$ cat src/rtl/fdp_pkg.sv
package fdp_pkg;

    // Status bit positions inside a returned flash word
    localparam int unsigned BIT_DONE = 7;
    localparam int unsigned BIT_TOG  = 6;
    localparam int unsigned BIT_TMO  = 5;

    // Command word that returns the flash to array reads
    localparam logic [7:0] RESET_CMD = 8'hF0;

    typedef enum logic [2:0] {
        ST_IDLE,
        ST_REQ,
        ST_WAIT,
        ST_WRITE,
        ST_DONE
    } state_t;

    // Which read of the sequence is outstanding
    typedef enum logic [2:0] {
        PH_DPOLL,
        PH_DRECHK,
        PH_TFIRST,
        PH_TSECOND,
        PH_TRC_FIRST,
        PH_TRC_SECOND
    } phase_t;

    typedef enum logic [1:0] {
        VD_CONT,
        VD_RETRY,
        VD_PASS,
        VD_FAIL
    } verdict_t;

    typedef struct packed {
        logic done_match;
        logic toggled;
        logic timeout;
    } status_t;

    function automatic phase_t first_phase(input logic toggle_mode);
        return toggle_mode ? PH_TFIRST : PH_DPOLL;
    endfunction

    function automatic logic captures_toggle(input phase_t ph);
        return (ph == PH_TFIRST) || (ph == PH_TRC_FIRST);
    endfunction

endpackage

$ cat src/rtl/fdp_status_eval.sv
module fdp_status_eval
    import fdp_pkg::*;
#(
    parameter int DW = 16
) (
    input  phase_t         phase,
    input  logic [DW-1:0]  rsp_data,
    input  logic [DW-1:0]  exp_data,
    input  logic           prev_tog,
    input  logic           limit_hit,
    output verdict_t       verdict,
    output phase_t         next_phase
);

    status_t st;

    always_comb begin
        st.done_match = (rsp_data[BIT_DONE] == exp_data[BIT_DONE]);
        st.toggled    = (rsp_data[BIT_TOG] != prev_tog);
        st.timeout    = rsp_data[BIT_TMO];
    end

    always_comb begin
        verdict    = VD_FAIL;
        next_phase = phase;
        unique case (phase)
            PH_DPOLL: begin
                if (st.done_match) begin
                    verdict = VD_PASS;
                end else if (st.timeout) begin
                    verdict    = VD_CONT;
                    next_phase = PH_DRECHK;
                end else if (limit_hit) begin
                    verdict = VD_FAIL;
                end else begin
                    verdict    = VD_RETRY;
                    next_phase = PH_DPOLL;
                end
            end
            PH_DRECHK: begin
                verdict = st.done_match ? VD_PASS : VD_FAIL;
            end
            PH_TFIRST: begin
                verdict    = VD_CONT;
                next_phase = PH_TSECOND;
            end
            PH_TSECOND: begin
                if (!st.toggled) begin
                    verdict = VD_PASS;
                end else if (st.timeout) begin
                    verdict    = VD_CONT;
                    next_phase = PH_TRC_FIRST;
                end else if (limit_hit) begin
                    verdict = VD_FAIL;
                end else begin
                    verdict    = VD_RETRY;
                    next_phase = PH_TFIRST;
                end
            end
            PH_TRC_FIRST: begin
                verdict    = VD_CONT;
                next_phase = PH_TRC_SECOND;
            end
            PH_TRC_SECOND: begin
                verdict = st.toggled ? VD_FAIL : VD_PASS;
            end
            default: begin
                verdict = VD_FAIL;
            end
        endcase
    end

endmodule

$ cat src/rtl/fdp_poll_limit.sv
module fdp_poll_limit #(
    parameter int CW = 16
) (
    input  logic          clk,
    input  logic          rst,
    input  logic          clear,
    input  logic          bump,
    input  logic [CW-1:0] max_polls,
    output logic          limit_hit
);

    logic [CW-1:0] cnt_q;
    logic [CW:0]   cnt_next;
    logic [CW:0]   eff_max;

    always_comb begin
        cnt_next  = {1'b0, cnt_q} + {{CW{1'b0}}, 1'b1};
        eff_max   = (max_polls == '0) ? {{CW{1'b0}}, 1'b1} : {1'b0, max_polls};
        limit_hit = (cnt_next >= eff_max);
    end

    always_ff @(posedge clk) begin
        if (rst || clear) begin
            cnt_q <= '0;
        end else if (bump && !cnt_next[CW]) begin
            cnt_q <= cnt_next[CW-1:0];
        end
    end

endmodule

$ cat src/rtl/flash_done_poller.sv
module flash_done_poller
    import fdp_pkg::*;
#(
    parameter int AW = 24,
    parameter int DW = 16,
    parameter int CW = 16
) (
    input  logic          clk,
    input  logic          rst,
    input  logic          start,
    input  logic          mode,
    input  logic [AW-1:0] poll_addr,
    input  logic [DW-1:0] exp_data,
    input  logic [CW-1:0] max_polls,
    output logic          rd_req_valid,
    input  logic          rd_req_ready,
    output logic [AW-1:0] rd_req_addr,
    input  logic          rd_rsp_valid,
    input  logic [DW-1:0] rd_rsp_data,
    output logic          wr_req_valid,
    input  logic          wr_req_ready,
    output logic [AW-1:0] wr_req_addr,
    output logic [DW-1:0] wr_req_data,
    output logic          done,
    output logic          pass
);

    state_t        st_q, st_d;
    phase_t        ph_q, ph_d;
    phase_t        eval_next;
    verdict_t      vd;
    logic [AW-1:0] addr_q;
    logic [DW-1:0] exp_q;
    logic [CW-1:0] max_q;
    logic          tog_q;
    logic          done_q, pass_q;
    logic          start_acc, rsp_take, lim_hit, bump;

    assign start_acc = start && ((st_q == ST_IDLE) || (st_q == ST_DONE));
    assign rsp_take  = (st_q == ST_WAIT) && rd_rsp_valid;
    assign bump      = rsp_take && (vd == VD_RETRY);

    fdp_status_eval #(.DW(DW)) u_eval (
        .phase      (ph_q),
        .rsp_data   (rd_rsp_data),
        .exp_data   (exp_q),
        .prev_tog   (tog_q),
        .limit_hit  (lim_hit),
        .verdict    (vd),
        .next_phase (eval_next)
    );

    fdp_poll_limit #(.CW(CW)) u_limit (
        .clk       (clk),
        .rst       (rst),
        .clear     (start_acc),
        .bump      (bump),
        .max_polls (max_q),
        .limit_hit (lim_hit)
    );

    always_comb begin
        st_d = st_q;
        ph_d = ph_q;
        unique case (st_q)
            ST_IDLE, ST_DONE: begin
                if (start_acc) begin
                    st_d = ST_REQ;
                    ph_d = first_phase(mode);
                end
            end
            ST_REQ: begin
                if (rd_req_ready) st_d = ST_WAIT;
            end
            ST_WAIT: begin
                if (rd_rsp_valid) begin
                    unique case (vd)
                        VD_CONT, VD_RETRY: begin
                            st_d = ST_REQ;
                            ph_d = eval_next;
                        end
                        VD_PASS: st_d = ST_DONE;
                        default: st_d = ST_WRITE;
                    endcase
                end
            end
            ST_WRITE: begin
                if (wr_req_ready) st_d = ST_DONE;
            end
            default: st_d = ST_IDLE;
        endcase
    end

    always_ff @(posedge clk) begin
        if (rst) begin
            st_q   <= ST_IDLE;
            ph_q   <= PH_DPOLL;
            addr_q <= '0;
            exp_q  <= '0;
            max_q  <= '0;
            tog_q  <= 1'b0;
            done_q <= 1'b0;
            pass_q <= 1'b0;
        end else begin
            st_q <= st_d;
            ph_q <= ph_d;
            if (start_acc) begin
                addr_q <= poll_addr;
                exp_q  <= exp_data;
                max_q  <= max_polls;
                done_q <= 1'b0;
                pass_q <= 1'b0;
            end
            if (rsp_take && captures_toggle(ph_q)) begin
                tog_q <= rd_rsp_data[BIT_TOG];
            end
            if (rsp_take && vd == VD_PASS) begin
                done_q <= 1'b1;
                pass_q <= 1'b1;
            end
            if (st_q == ST_WRITE && wr_req_ready) begin
                done_q <= 1'b1;
                pass_q <= 1'b0;
            end
        end
    end

    assign rd_req_valid = (st_q == ST_REQ);
    assign rd_req_addr  = addr_q;
    assign wr_req_valid = (st_q == ST_WRITE);
    assign wr_req_addr  = addr_q;
    assign wr_req_data  = DW'(RESET_CMD);
    assign done         = done_q;
    assign pass         = pass_q;

endmodule

$ cat config.mk
export PLATFORM = sky130hd
export DESIGN_NAME = flash_done_poller
export DESIGN_NICKNAME = d
export VERILOG_FILES = /design/src/rtl/fdp_pkg.sv /design/src/rtl/fdp_status_eval.sv /design/src/rtl/fdp_poll_limit.sv /design/src/rtl/flash_done_poller.sv
export SDC_FILE = /design/constraint.sdc
export NUM_CORES = 1
export LEC_CHECK = 0
export ABC_AREA = 1
export BUFFER_PORTS_ARGS = -buffer_cell sky130_fd_sc_hd__buf_2
export CORE_MARGIN = 2
export CORE_UTILIZATION = 43
export CTS_CLUSTER_SIZE = 30
export DETAILED_ROUTE_END_ITERATION = 8
export GPL_TIMING_DRIVEN = 0
export PLACE_DENSITY = 0.72
export SLEW_MARGIN = 20
export SYNTH_ARGS = -nofsm -noshare
export SYNTH_HDL_FRONTEND = slang
export SYNTH_SLANG_ARGS = --single-unit
export TNS_END_PERCENT = 10
$ cat constraint.sdc
create_clock -name clk -period 3.8 [get_ports clk]
set_input_delay 0.38 -clock clk [delete_from_list [all_inputs] [get_ports clk]]
set_output_delay 0.38 -clock clk [all_outputs]
set_load 0.02 [all_outputs]
======== Word-level counts from Yosys, hierarchy flattened ========
Index checks and enable logic that the tools add are counted.
W data, S select, Z words.
cells by class
  add/subtract/negate cells ............... 1
  magnitude comparators ................... 1
  eq/ne operators ......................... 23
  multiplexer cells ....................... 29
  reductions and logical operators ........ 24
operator list
  operator                 number
  $mux W3                  13
  $pmux W3 S4              2
  $add A16 B1 Y17 const B  1
  $ge A17 B17 Y1           1
  $logic_not A16 Y1        1
  $mux W16                 1
  $eq A3 B2 Y1 const B     4
  $pmux W3 S2              2
  $mux W2                  5
  $pmux W2 S5              1
  $eq A3 B3 Y1 const B     3
  $reduce_and A9 Y1        1
  $ne A2 B1 Y1 const B     4
  $ne A4 B4 Y1 const B     2
  $reduce_or A2 Y1         4
  $logic_and A1 B1 Y1      7
  $eq A3 B1 Y1 const B     2
  $logic_not A3 Y1         2
  $mux W1                  5
  $ne A5 B1 Y1 const B     1
  $reduce_and A4 Y1        1
  $reduce_bool A2 Y1       2
  $logic_or A1 B1 Y1       3
  $ne A3 B2 Y1 const B     1
  other kinds (9)          9
word-level totals
  bits in registers ....................... 73
  bits of input ports ..................... 79
  output and inout bits ................... 68

======== Depth between registers and ports, before layout ========
Gate-level depths: netlist of the first run.
  depth in word-level cells ............... 12
  gate-level depth with buffers ........... 27

======== By module ========
Synthesis of the first run repeated with hierarchy kept, for this count alone.
second synthesis, totals
  cell total of the unflattened synthesis .. 688
  area, all modules ....................... 4575.6 µm²
modules (own cells, without submodules)
  module             instances  cells each  area an instance (µm²)  sequential area each (µm²)
  flash_done_poller  1          373         2760.1                  1301.2
  fdp_poll_limit     1          270         1616.6                  320.3
  fdp_status_eval    1          45          198.9                   0.0

======== Worst setup path before layout of the first run ========
Ideal clock, no wire load.
  path type ............................... reg-to-reg
  from .................................... register u_limit.cnt_q[0]
  to ...................................... register u_limit.cnt_q[11]
  setup time .............................. 0.113 ns
  arrival time ............................ 2.883 ns
  required time ........................... 3.687 ns
  path slack .............................. 0.804 ns
  cell stages (with the launch flop) ...... 27
  buffers on the path ..................... 1
  cell sequence ........................... dfxtp_1 > inv_1 > nor3_2 > nand2_1 > nor2_2 > nand3_2 > nor2_2 > nand2_2 > nor3_2 > nand2_1 > xor2_1 > ha_1 > inv_1 > nor2_1 > nand2_1 > inv_1 > nand2_1 > nand2_1 > nand2_1 > nand2_1 > nand2_2 > nand2_1 > nand2_2 > nand4_4 > buf_4 > nor2_1 > nor2_1
between the ends
  word-level cells in the longest chain between the ends .. 9
ends and longest elaborated chain
  element                     line                                          text
  start, declared             fdp_poll_limit.sv:12                          logic [CW-1:0] cnt_q;
  start signal, assigned      fdp_poll_limit.sv:26                          cnt_q <= cnt_next[CW-1:0];
  $add A16 B1 Y17 *           fdp_poll_limit.sv:17                          cnt_next = {1'b0, cnt_q} + {{CW{1'b0}}, 1'b1};
  net u_limit.cnt_next[15]    fdp_poll_limit.sv:13                          logic [CW:0] cnt_next;
  $ge A17 B17 Y1 *            fdp_poll_limit.sv:19                          limit_hit = (cnt_next >= eff_max);
  $mux W2 *                   fdp_status_eval.sv:33, fdp_status_eval.sv:53
  $mux W2 *                   fdp_status_eval.sv:50                         end else if (st.timeout) begin
  $mux W2 (on tied branches)  fdp_status_eval.sv:48, fdp_status_eval.sv:28
  $pmux W2 S5 *               fdp_status_eval.sv:26                         unique case (phase)
  $eq A2 B1 Y1 *              flash_done_poller.sv:41                       assign bump = rsp_take && (vd == VD_RETRY);
  $logic_and A1 B1 Y1 *       flash_done_poller.sv:41
  $logic_and A1 B1 Y1 *       fdp_poll_limit.sv:25                          end else if (bump && !cnt_next[CW]) begin
Mark *: on every way through the listed nets, which the timed path passes. The rest lies on a longest branch.
A chain may end at the register's enable or synchronous reset.

======== Final worst setup path of the first run ========
  from .................................... register u_limit.cnt_q[0]
  to ...................................... register u_limit.cnt_q[5]
The elaborated chain is that of the path after synthesis.

==> results of run 1 <==
cell families after synthesis:
family / after synthesis / share of synthesized area [%]
flops: 66 / 34.71
fa+ha+maj: 17 / 5.588
xor+xnor: 15 / 3.452
simple gates: 226 / 27.74
compound gates: 89 / 12.33
other cells: 2 / 0.1973
buf+inv: 119 / 15.98
power by group:
group | switching [mW] | total [mW] | internal [mW] | leakage, nW
clock | 0.264 | 0.593 | 0.329 | 0.101
combinational | 0.729 | 1.15 | 0.422 | 1.85
sequential | 0.0965 | 0.927 | 0.831 | 0.542
total | 1.09 | 2.67 | 1.58 | 2.49
stage by stage:
| stage | std cells | power [mW] | utilization [%] | instance area [sq um] |
|---|---|---|---|---|
| global placement | 757 | 2.067 | 52.10 | 4499 |
| CTS | 771 | 2.688 | 54.32 | 4691 |
| detailed placement | 757 | 2.089 | 52.10 | 4499 |
| finish | 771 | 2.672 | 54.46 | 4703 |
| global route | 771 | 2.848 | 54.46 | 4703 |
| floorplan | 548 | 1.768 | - | 3859 |
sequential cells by signal (all words and copies together) (netlist names):
register       count
u_limit.cnt_q     16
ph_q               3
max_q             16
rd_req_addr       24
tog_q              1
pass               1
done               1
st_q               3
exp_q              1
routing by layer:
| layer | part of all wire, % | vias to the layer above | global-route usage (%) | wire [microns] |
|---|---|---|---|---|
| met5 | 0 | - | 0 | 0 |
| met4 | 2.1 | 0 | 7.799 | 195 |
| met3 | 5.9 | 17 | 5.369 | 557 |
| met2 | 48 | 98 | 36.09 | 4578 |
| met1 | 44 | 1637 | 22.27 | 4110 |
| li1 | - | 1895 | - | - |
worst reg2reg max path, cell delays in order, from the launching register on:
cell and delay [ns]:
dfxtp_2 0.36, inv_1 0.07, nor3_2 0.23, nand2_1 0.09
nor2_2 0.14, nand3_2 0.11, nor2_2 0.17, nand2_2 0.09
nor3_2 0.16, nand2_1 0.13, xor2_2 0.17, ha_1 0.32
inv_1 0.08, nor2_1 0.05, nand2_1 0.08, inv_1 0.04
nand2_1 0.05, nand2_1 0.04, nand2_1 0.05, nand2_1 0.08
nand2_2 0.09, nand2_1 0.06, nand2_2 0.12, nand4_4 0.18
buf_6 0.21, nor2_1 0.11, nor2_1 0.07
what timing repair did:
item                                    in CTS  in global routing
endpoints found under the setup margin       0                 16
hold endpoints to repair                     0                  0
resized for setup                            0                  3
area by class of cell:
cell class                      instances  area, sq um  share of cell area (%)
Timing Repair Buffer                  101        505.5                   10.75
Clock inverter                          3        40.04                  0.8513
Tap cell                              108        135.1                   2.873
Inverter                               63        236.5                   5.028
Multi-Input combinational cell        363         1937                   41.18
Clock buffer                           11        151.4                   3.219
Sequential cell                        66         1323                   28.12
Buffer                                 56        375.4                   7.981
worst paths after layout:
path / to / slack (ns) / from
worst min-delay path: rd_req_addr[20]$_SDFFE_PP0P_ / 0.25 / poll_addr[20]
worst min register to register: tog_q$_SDFFE_PP0P_ / 0.47 / tog_q$_SDFFE_PP0P_
worst max-delay path: u_limit.cnt_q[5]$_SDFFE_PP0P_ / 0.34 / u_limit.cnt_q[0]$_SDFFE_PP0P_
worst max register to register: u_limit.cnt_q[5]$_SDFFE_PP0P_ / 0.34 / u_limit.cnt_q[0]$_SDFFE_PP0P_
layout by cell type (no fill, tap or decap), types with 2 or more instances in the layout:
master / synthesis / final
nand2_2: 8 / 8
nor4_1: 4 / 4
buf_6: 1 / 2
clkinv_2: 0 / 2
clkbuf_1: 12 / 12
nor2_1: 97 / 97
nand4_1: 5 / 5
buf_2: 0 / 101
ha_1: 17 / 17
a21oi_1: 35 / 35
conb_1: 2 / 16
o21ai_0: 46 / 46
nand3b_1: 4 / 4
nand2_1: 75 / 75
buf_1: 2 / 2
nand3_1: 13 / 13
nor2_2: 3 / 3
inv_1: 58 / 58
xor2_1: 15 / 14
inv_2: 5 / 5
nor2_4: 4 / 4
nor3_1: 2 / 2
nor3_2: 2 / 2
buf_4: 41 / 40
dfxtp_1: 66 / 65
nand3_2: 3 / 3
clkbuf_8: 0 / 11
nor3b_1: 2 / 2
==> impl_results.md, run 1 <==
* Outcome: finished clean
* Crit Path Max Fanout at 10
* Area grow syn2layout at 23.57%
* Antenna violations before repair at 0
* Worst VDD drop at 0.3380 mV
* HP Class: in -> reg
* Syn Area/Cell at 7.128 sq um
* PD cells at 568.1 nW/um^2
* Critical path buffers and inverters at 4
* Yosys top cell area share at 34.71%
* Crit end category: register
* Starting Density at 44.07%
* GR Overflow Total at 0
* Layout cells sized above 1 at 28.51%
* Setup CP Type: reg -> reg
* Hold Crit Depth at 3
* Worst reg-to-reg path cell count at 26
* Crit path launch type: register
* Final Skew at 0.007244 ns
* Minimum clock period at 3.465 ns
* Hold_ws at 0.2509 ns
* Unique masters post-synth at 37
* Vias at 3,647
* Die width at 98.08 microns
* RSZ-0062 raised after global routing: false
* Post-CTS Hold Buffers at 0
* Stages on the worst setup path at 26
* Post-CTS Setup Inserts at 0
* Count leader, synth: nor2_1
* Clock network latency to the later pin of the worst-skew pair at 0.35 ns
* PortBufs at 101
* WP data arrival at 3.70 ns
* DRT Pass-1 Iters at 4
* Final hold vios at 0
* P_leak at 2.490 nW
* Final setup fails at 0
* # H-tree levels at 3
* Cell row count at 34
* Max Slew Vio Count at 0
* Core area at 8636 sq um
* DRC Markers at 0
* Synth Register Bits at 66
* # Max-Cap Violations at 0
* Boundary Pins at 147
* Final worst path period share at 91.18%
* Die area at 9620 sq um
* Seq/Total Area, Yosys at 34.71%
* 1st-iter DRT viols at 112
* CP dominant cell by count: nand2_1
* Number of global-route vias before repair at 3,583
* CP delay by family, top: simple AND/OR/NAND/NOR gates
* Clock buffer depth at 2
* Dominant synthesized flop cell: dfxtp_1
* CTS tree: yes
* CP peak stage delay at 0.36 ns
* Die Y-Extent at 98.08 microns
* Largest net degree at the start of global routing at 11
* Syn Std Cell Area at 3806 sq um
* Worst-Margin Slew at 0.7126 ns
* Global-route wire length before repair at 15.70 mm
* Vias/cell at 4.730
* Setup WS post-layout at 0.3352 ns
* Async SR Flop Fraction at 0%
* Final setup TNS at 0 ns
* # fillers at 821
* Commonest cells in the netlist: 97 x nor2_1, 75 x nand2_1, 66 x dfxtp_1, 58 x inv_1, 46 x o21ai_0
* Routability cong. at 0.8561
* Synth area leader: dfxtp_1
* Clock sink total at 66
* Final wirelength at 9.441 mm
* Critical-path cell with the highest stage delay: dfxtp_2
* EDFF count, synth at 0
* Gate Count Post-Synth at 534
* Slew headroom at 52.32%
* Fmax at 0.2886 GHz
* Pre-CTS setup slack at 0.2642 ns
* WP data required at 4.04 ns
* CTS root buffer: clkbuf_8
* Post-layout nets at 756
* Final HPWL from detailed placement at 7.409 mm
* Clk slew on worst S/H paths at 0.07 ns
* Synthesis Warnings at 0
* CTS buffer count at 9
* WL/cell at 12.25 microns
* Antenna-violating nets left at 0
* N_diodes at 0
* GR Util All Layers at 19.99%
* Synth top area cells: dfxtp_1 35%, nor2_1 9.6%, buf_4 8.1%, nand2_1 7.4%, o21ai_0 6.0%
(Power assumes the default switching activity.)
==> run 2, diff against run 1 <==
--- a/config.mk
+++ b/config.mk
@@ -6,13 +6,13 @@
 export NUM_CORES = 1
 export LEC_CHECK = 0
 export ABC_AREA = 1
-export BUFFER_PORTS_ARGS = -buffer_cell sky130_fd_sc_hd__buf_2
+export BUFFER_PORTS_ARGS = -buffer_cell sky130_fd_sc_hd__buf_4
 export CORE_MARGIN = 2
 export CORE_UTILIZATION = 43
 export CTS_CLUSTER_SIZE = 30
 export DETAILED_ROUTE_END_ITERATION = 8
 export GPL_TIMING_DRIVEN = 0
-export PLACE_DENSITY = 0.72
+export PLACE_DENSITY = 0.75
 export SLEW_MARGIN = 20
 export SYNTH_ARGS = -nofsm -noshare
 export SYNTH_HDL_FRONTEND = slang
==> constraint.sdc (replaced) <==
create_clock -name clk -period 3.08 [get_ports clk]
set_input_delay 0.308 -clock clk [delete_from_list [all_inputs] [get_ports clk]]
set_output_delay 0.308 -clock clk [all_outputs]
set_load 0.02 [all_outputs]
==> run 2 against run 1 <==
  * The run now ends with setup timing left
  * Setup slack worse by 0.48 ns
  * Sequential share of layout area shrank 2.4 points
  * Critical path depth is the same
  * Fmax rose by 7.4%
  * Via count is 4.1% higher
==> impl_results.md, run 2 (synthesis results as in run 1) <==
* Crit path from: u_limit.cnt_q[2]$_SDFFE_PP0P_ (was u_limit.cnt_q[0]$_SDFFE_PP0P_)
* Pre-CTS setup slack at -0.4371 ns (was 0.2642 ns)
* Vias/cell at 4.832 (was 4.730)
* Crit Path Max Fanout at 7 (was 10)
* GR Util All Layers at 20.66% (was 19.99%)
* Most frequent cells in the layout: 152 x buf_4, 93 x nor2_1, 71 x nand2_1 (was 101 x buf_2, 97 x nor2_1, 75 x nand2_1)
* Setup CP Type: reg -> reg (unchanged)
* WP data required at 3.31 ns (was 4.04 ns)
* Clock power share at 21.0% (was 22.2%)
* Antenna-violating nets left at 0 (unchanged)
* Starting Density at 44.07% (unchanged)
* Most common cell after layout, fill and taps aside: buf_4 (was buf_2)
* Critical-path cell with the highest stage delay: dfxtp_2 (unchanged)
* DRC Markers at 0 (unchanged)
* Post-CTS Hold Buffers at 0 (unchanged)
* Sw frac at 40.90% (was 40.79%)
* Largest net degree at the start of global routing at 13 (was 11)
* Final HPWL from detailed placement at 7.536 mm (was 7.409 mm)
* Area grow syn2layout at 35.44% (was 23.57%)
* Failing checks: setup timing
* Boundary Pins at 147 (unchanged)
* PortBufs at 101 (unchanged)
* Total power at 3.464 mW (was 2.672 mW)
* Clock sink total at 66 (unchanged)
* CTS buffer count at 9 (unchanged)
* Worst VDD drop at 0.5305 mV (was 0.3380 mV)
* P_leak at 2.650 nW (was 2.490 nW)
* 1st-iter DRT viols at 128 (was 112)
* Clk slew on worst S/H paths at 0.08 ns (was 0.07 ns)
* Setup WS post-layout at -0.1470 ns (was 0.3352 ns)
* HP Class: in -> reg (unchanged)
* Cell row count at 34 (unchanged)
* Core area at 8636 sq um (unchanged)
* Antenna violations before repair at 0 (unchanged)
* CP endpoint: u_limit.cnt_q[5]$_SDFFE_PP0P_ (unchanged)
* Worst r2r src: u_limit.cnt_q[2]$_SDFFE_PP0P_ (was u_limit.cnt_q[0]$_SDFFE_PP0P_)
* WP data arrival at 3.46 ns (was 3.70 ns)
* Fmax at 0.3099 GHz (was 0.2886 GHz)
* Routability cong. at 0.8419 (was 0.8561)
* Die width at 98.08 microns (unchanged)
* CTS tree: yes (unchanged)
* Final worst path period share at 104.8% (was 91.18%)
* Clock network latency to the later pin of the worst-skew pair at 0.34 ns (was 0.35 ns)
* Crit end category: register (unchanged)
* PD cells at 672.0 nW/um^2 (was 568.1 nW/um^2)
* DRT Pass-1 Iters at 4 (unchanged)
* Global-route wire length before repair at 16.49 mm (was 15.70 mm)
* Clock buffer depth at 2 (unchanged)
* Post-layout nets at 769 (was 756)
* Die area at 9620 sq um (unchanged)
* Final Skew at 0.01248 ns (was 0.007244 ns)
* Comb pwr share at 45.9% (was 43.1%)
* HP Start: poll_addr[19] (was poll_addr[20])
* Internal power at 2.047 mW (was 1.582 mW)
* Switching power at 1.417 mW (was 1.090 mW)
* Minimum clock period at 3.227 ns (was 3.465 ns)
* Max reg flops at 24 (unchanged)
* Final wirelength at 9.926 mm (was 9.441 mm)
* Outcome: complete, but fails checks (was finished clean)
* FF-to-FF End: u_limit.cnt_q[5]$_SDFFE_PP0P_ (unchanged)
* Worst-Margin Slew at 0.6763 ns (was 0.7126 ns)
* CP peak stage delay at 0.33 ns (was 0.36 ns)
* Final Non-Filler Cells at 786 (was 771)
* Slew headroom at 54.74% (was 52.32%)
* Seq pwr share at 33.2% (was 34.7%)
* Reg2Reg Setup Slack at -0.15 ns (was 0.34 ns)
* CTS root buffer: clkbuf_8 (unchanged)
* Worst reg-to-reg path cell count at 26 (unchanged)
* Layout cells sized above 1 at 32.74% (was 28.51%)
* Final setup fails at 24 (was 0)
* Placed insts at 757 (unchanged)
* GR Overflow Total at 0 (unchanged)
* # H-tree levels at 3 (unchanged)
* WL/cell at 12.63 microns (was 12.25 microns)
* N_diodes at 0 (unchanged)
* Die Y-Extent at 98.08 microns (unchanged)
* Vias at 3,798 (was 3,647)
* Number of global-route vias before repair at 3,774 (was 3,583)
* Max Slew Vio Count at 0 (unchanged)
* Final hold vios at 0 (unchanged)
* # Max-Cap Violations at 0 (unchanged)
* RSZ-0062 raised after global routing: true (was false)
* Crit path launch type: register (unchanged)
[run 2: cell types whose count changed in the layout (fill, tap and decap cells not counted), moves of 4 or more]
cell and change:
nand2_1 -4, buf_2 -100, buf_4 +112, nor2_1 -4
[run 2: cell type report]
class                   instances  area (sq um)
fillers                       727          3481
multi-input cells             363          2031
flip-flops and latches         66          1325
repair buffers                114         857.1
plain buffers                  56         375.4
inverters                      63         236.5
well taps                     108         135.1
clock buffers                  10         127.6
clock inverters                 6         67.56
[run 2: critical path: cells and delay by family, from the launching register on]
kind,cells,cell delay (ns)
adders and majority gates,1,0.32
buffers and inverters,4,0.35
and+or+nand+nor,20,1.95
DFF,1,0.33
xor gates and xnor gates,1,0.17
[run 2: worst min path at each step]
stage / endpoint / slack [ns] / cells past startpoint
2_1_floorplan: exp_q[7]$_SDFFE_PP0P_ / 0.44 / 2
5_1_grt: rd_req_addr[18]$_SDFFE_PP0P_ / 0.18 / 3
3_5_place_dp: tog_q$_SDFFE_PP0P_ / 0.47 / 2
3_3_place_gp: pass$_SDFFE_PP0P_ / 0.45 / 2
4_1_cts: rd_req_addr[19]$_SDFFE_PP0P_ / 0.18 / 3
6_report: rd_req_addr[19]$_SDFFE_PP0P_ / 0.18 / 3
[run 2: power groups by stage]
stage	clock network, mW	registers, mW	logic, mW
floorplan	0	1.24	0.937
global placement	0	1.16	1.51
detailed placement	0	1.16	1.55
CTS	0.731	1.15	1.58
global route	0.766	1.17	1.74
finish	0.726	1.15	1.59
[run 2: metrics by stage]
stage	area, sq um	hold WS (ns)	util (%)	setup TNS, ns
floorplan	3859	0.4429	-	0
global placement	4752	0.4496	55.03	-6.320
detailed placement	4752	0.4718	55.03	-8.620
CTS	5111	0.1784	59.19	-1.753
global route	5155	0.1824	59.69	-8.245
finish	5155	0.1829	59.69	-2.674
[run 2: routing by layer]
| metal | vias up | routed length [microns] | GRT usage, % |
|---|---|---|---|
| met5 | - | 0 | 0 |
| met2 | 132 | 4984 | 36.83 |
| met3 | 16 | 725 | 5.154 |
| li1 | 1918 | - | - |
| met4 | 0 | 178 | 7.906 |
| met1 | 1732 | 4039 | 23.74 |
[run 2: what timing repair did]
item	4_1_cts	5_1_grt
setup buffers	11	1
pin swaps	8	2
cloned	1	0
gates resized for setup	22	8
endpoints found under the setup margin	24	24
==> run 3, diff against run 2 <==
--- a/config.mk
+++ b/config.mk
@@ -12,7 +12,7 @@
 export CTS_CLUSTER_SIZE = 30
 export DETAILED_ROUTE_END_ITERATION = 8
 export GPL_TIMING_DRIVEN = 0
-export PLACE_DENSITY = 0.75
+export PLACE_DENSITY = 0.72
 export SLEW_MARGIN = 20
 export SYNTH_ARGS = -nofsm -noshare
 export SYNTH_HDL_FRONTEND = slang
==> run 3 against run 2 <==
  * The flow still finishes with violations (setup timing)
  * Flip-flop and latch count stayed put
  * Largest cell class unchanged
  * Clock skew is 0.0022 ns lower
  * Utilization increased by 2.0 points
  * Fmax decreased by 6.2%
==> impl_results.md, run 3 (synthesis results as in run 1) <==
* Final setup fails at 24 (unchanged)
* Final Skew at 0.01028 ns (was 0.01248 ns)
* RSZ-0062 raised after global routing: true (unchanged)
* Crit path launch type: register (unchanged)
* Die area at 9620 sq um (unchanged)
* Post-Layout Inst Area at 5330 sq um (was 5155 sq um)
* N_diodes at 0 (unchanged)
* Outcome: complete, but fails checks (unchanged)
* Cell row count at 34 (unchanged)
* Fmax at 0.2906 GHz (was 0.3099 GHz)
* Number of global-route vias before repair at 3,733 (was 3,774)
* Cell area after placement at 4752 sq um (unchanged)
* Routability cong. at 0.8543 (was 0.8419)
* Pre-CTS setup slack at -0.4256 ns (was -0.4371 ns)
* 1st-iter DRT viols at 137 (was 128)
* Starting Density at 44.07% (unchanged)
* CTS tree: yes (unchanged)
* Clk slew on worst S/H paths at 0.08 ns (about the same)
* Clock network latency to the later pin of the worst-skew pair at 0.35 ns (was 0.34 ns)
* Setup WS post-layout at -0.3617 ns (was -0.1470 ns)
* Final HPWL from detailed placement at 7.566 mm (was 7.536 mm)
* Crit Path Max Fanout at 7 (unchanged)
* Setup CP Type: reg -> reg (unchanged)
* GR Util All Layers at 21.15% (was 20.66%)
* # Max-Cap Violations at 0 (unchanged)
* Worst VDD drop at 0.4533 mV (was 0.5305 mV)
* Antenna-violating nets left at 0 (unchanged)
* Minimum clock period at 3.442 ns (was 3.227 ns)
* Vias at 3,841 (was 3,798)
* Core area at 8636 sq um (unchanged)
* Max Slew Vio Count at 0 (unchanged)
* Hold Crit Depth at 3 (unchanged)
* Hold_ws at 0.1798 ns (was 0.1829 ns)
* Antenna violations before repair at 0 (unchanged)
* Area grow syn2layout at 40.04% (was 35.44%)
* DRT Pass-1 Iters at 4 (unchanged)
* DRC Markers at 0 (unchanged)
* HP Class: in -> reg (unchanged)
* Most common cell after layout, fill and taps aside: buf_4 (unchanged)
* Slew headroom at 54.18% (was 54.74%)
* Worst-Margin Slew at 0.6847 ns (was 0.6763 ns)
* PortBufs at 101 (unchanged)
* Max reg flops at 24 (unchanged)
* Most frequent cells in the layout: 150 x buf_4, 88 x nor2_1, 63 x dfxtp_1 (was 152 x buf_4, 93 x nor2_1, 71 x nand2_1)
* Post-CTS Hold Buffers at 0 (unchanged)
* PD cells at 698.1 nW/um^2 (was 672.0 nW/um^2)
* Post-layout nets at 771 (was 769)
* WP data arrival at 3.66 ns (was 3.46 ns)
* # H-tree levels at 3 (unchanged)
* WL/cell at 13.45 microns (was 12.63 microns)
* Final wirelength at 10.60 mm (was 9.926 mm)
* Total power at 3.721 mW (was 3.464 mW)
* Final hold vios at 0 (unchanged)
* GR Overflow Total at 0 (unchanged)
* Global-route wire length before repair at 16.70 mm (was 16.49 mm)
* CTS buffer count at 9 (unchanged)
* Worst reg-to-reg path cell count at 24 (was 26)
* Largest net degree at the start of global routing at 13 (unchanged)
* Die width at 98.08 microns (unchanged)
* Final worst path period share at 111.7% (was 104.8%)
* Layout cells sized above 1 at 35.74% (was 32.74%)
* WP data required at 3.30 ns (was 3.31 ns)
* P_leak at 2.718 nW (was 2.650 nW)
* CTS root buffer: clkbuf_8 (unchanged)
* Die Y-Extent at 98.08 microns (unchanged)
* Vias/cell at 4.874 (was 4.832)
* Clock sink total at 66 (unchanged)
* Crit end category: register (unchanged)
* Boundary Pins at 147 (unchanged)
* Clock buffer depth at 2 (unchanged)
* Failing checks: setup timing (unchanged)
-- run 3: worst paths after layout --
check                                                   start                             end  slack [ns]
worst max-delay path            u_limit.cnt_q[1]$_SDFFE_PP0P_  u_limit.cnt_q[13]$_SDFFE_PP0P_       -0.36
worst min-delay path                            poll_addr[12]    rd_req_addr[12]$_SDFFE_PP0P_        0.18
worst max register to register  u_limit.cnt_q[1]$_SDFFE_PP0P_  u_limit.cnt_q[13]$_SDFFE_PP0P_       -0.36
worst min register to register             tog_q$_SDFFE_PP0P_              tog_q$_SDFFE_PP0P_        0.48
-- run 3: cell type report --
type                       count  area [sq um]
multi-input combinational    363          2110
clock buffer                  10         137.6
buffer                        56         375.4
sequential                    66          1328
inverter                      63         239.0
tap                          108         135.1
timing repair buffer         116         893.4
clock inverter                 6         112.6
fill                         746          3306
-- run 3: where the power goes --
group / total, mW / internal (mW) / switching (mW)
clock: 0.918 / 0.563 / 0.355
combinational: 1.65 / 0.673 / 0.977
sequential: 1.15 / 1.02 / 0.130
-- run 3: repair_timing --
action | in CTS | in global routing
pin swaps | 8 | 24
hold endpoints to repair | 0 | 0
endpoints found under the setup margin | 24 | 24
buffers inserted | 10 | 3
gates resized for setup | 25 | 36
cloned | 2 | 0
-- run 3: layer usage --
layer,vias up,wire [microns],GRT usage (%)
li1,1927,-,-
met1,1757,4266,23.69
met2,141,5324,38.09
met3,16,833,6.442
met4,0,170,7.051
met5,-,0,0
-- run 3: worst max-delay path, cell delays in order, from the launching register on --
cell and delay (ns):
dfxtp_2 0.34, inv_2 0.05, nor3_4 0.19, nand2_1 0.09, nor2_2 0.15, nand3_2 0.12
nor2_4 0.12, nand2_2 0.08, nor3_4 0.18, nand2_2 0.13, xor2_4 0.19, ha_4 0.27
inv_4 0.06, nor2_2 0.04, nor2_1 0.16, nand3_2 0.11, nor2_2 0.12, nand2_2 0.10
nand2_4 0.09, nand2_4 0.05, nand2_4 0.10, nand4_4 0.21, buf_6 0.20, nor2_1 0.11
nor3b_2 0.05
-- run 3: metrics by stage --
| step | TNS [ns] | cells | utilization (%) |
|---|---|---|---|
| 4_1_cts | -4.869 | 785 | 59.85 |
| 2_1_floorplan | 0 | 548 | - |
| 3_5_place_dp | -8.407 | 757 | 55.03 |
| 6_report | -6.888 | 788 | 61.72 |
| 5_1_grt | -11.05 | 788 | 61.72 |
| 3_3_place_gp | -6.607 | 757 | 55.03 |
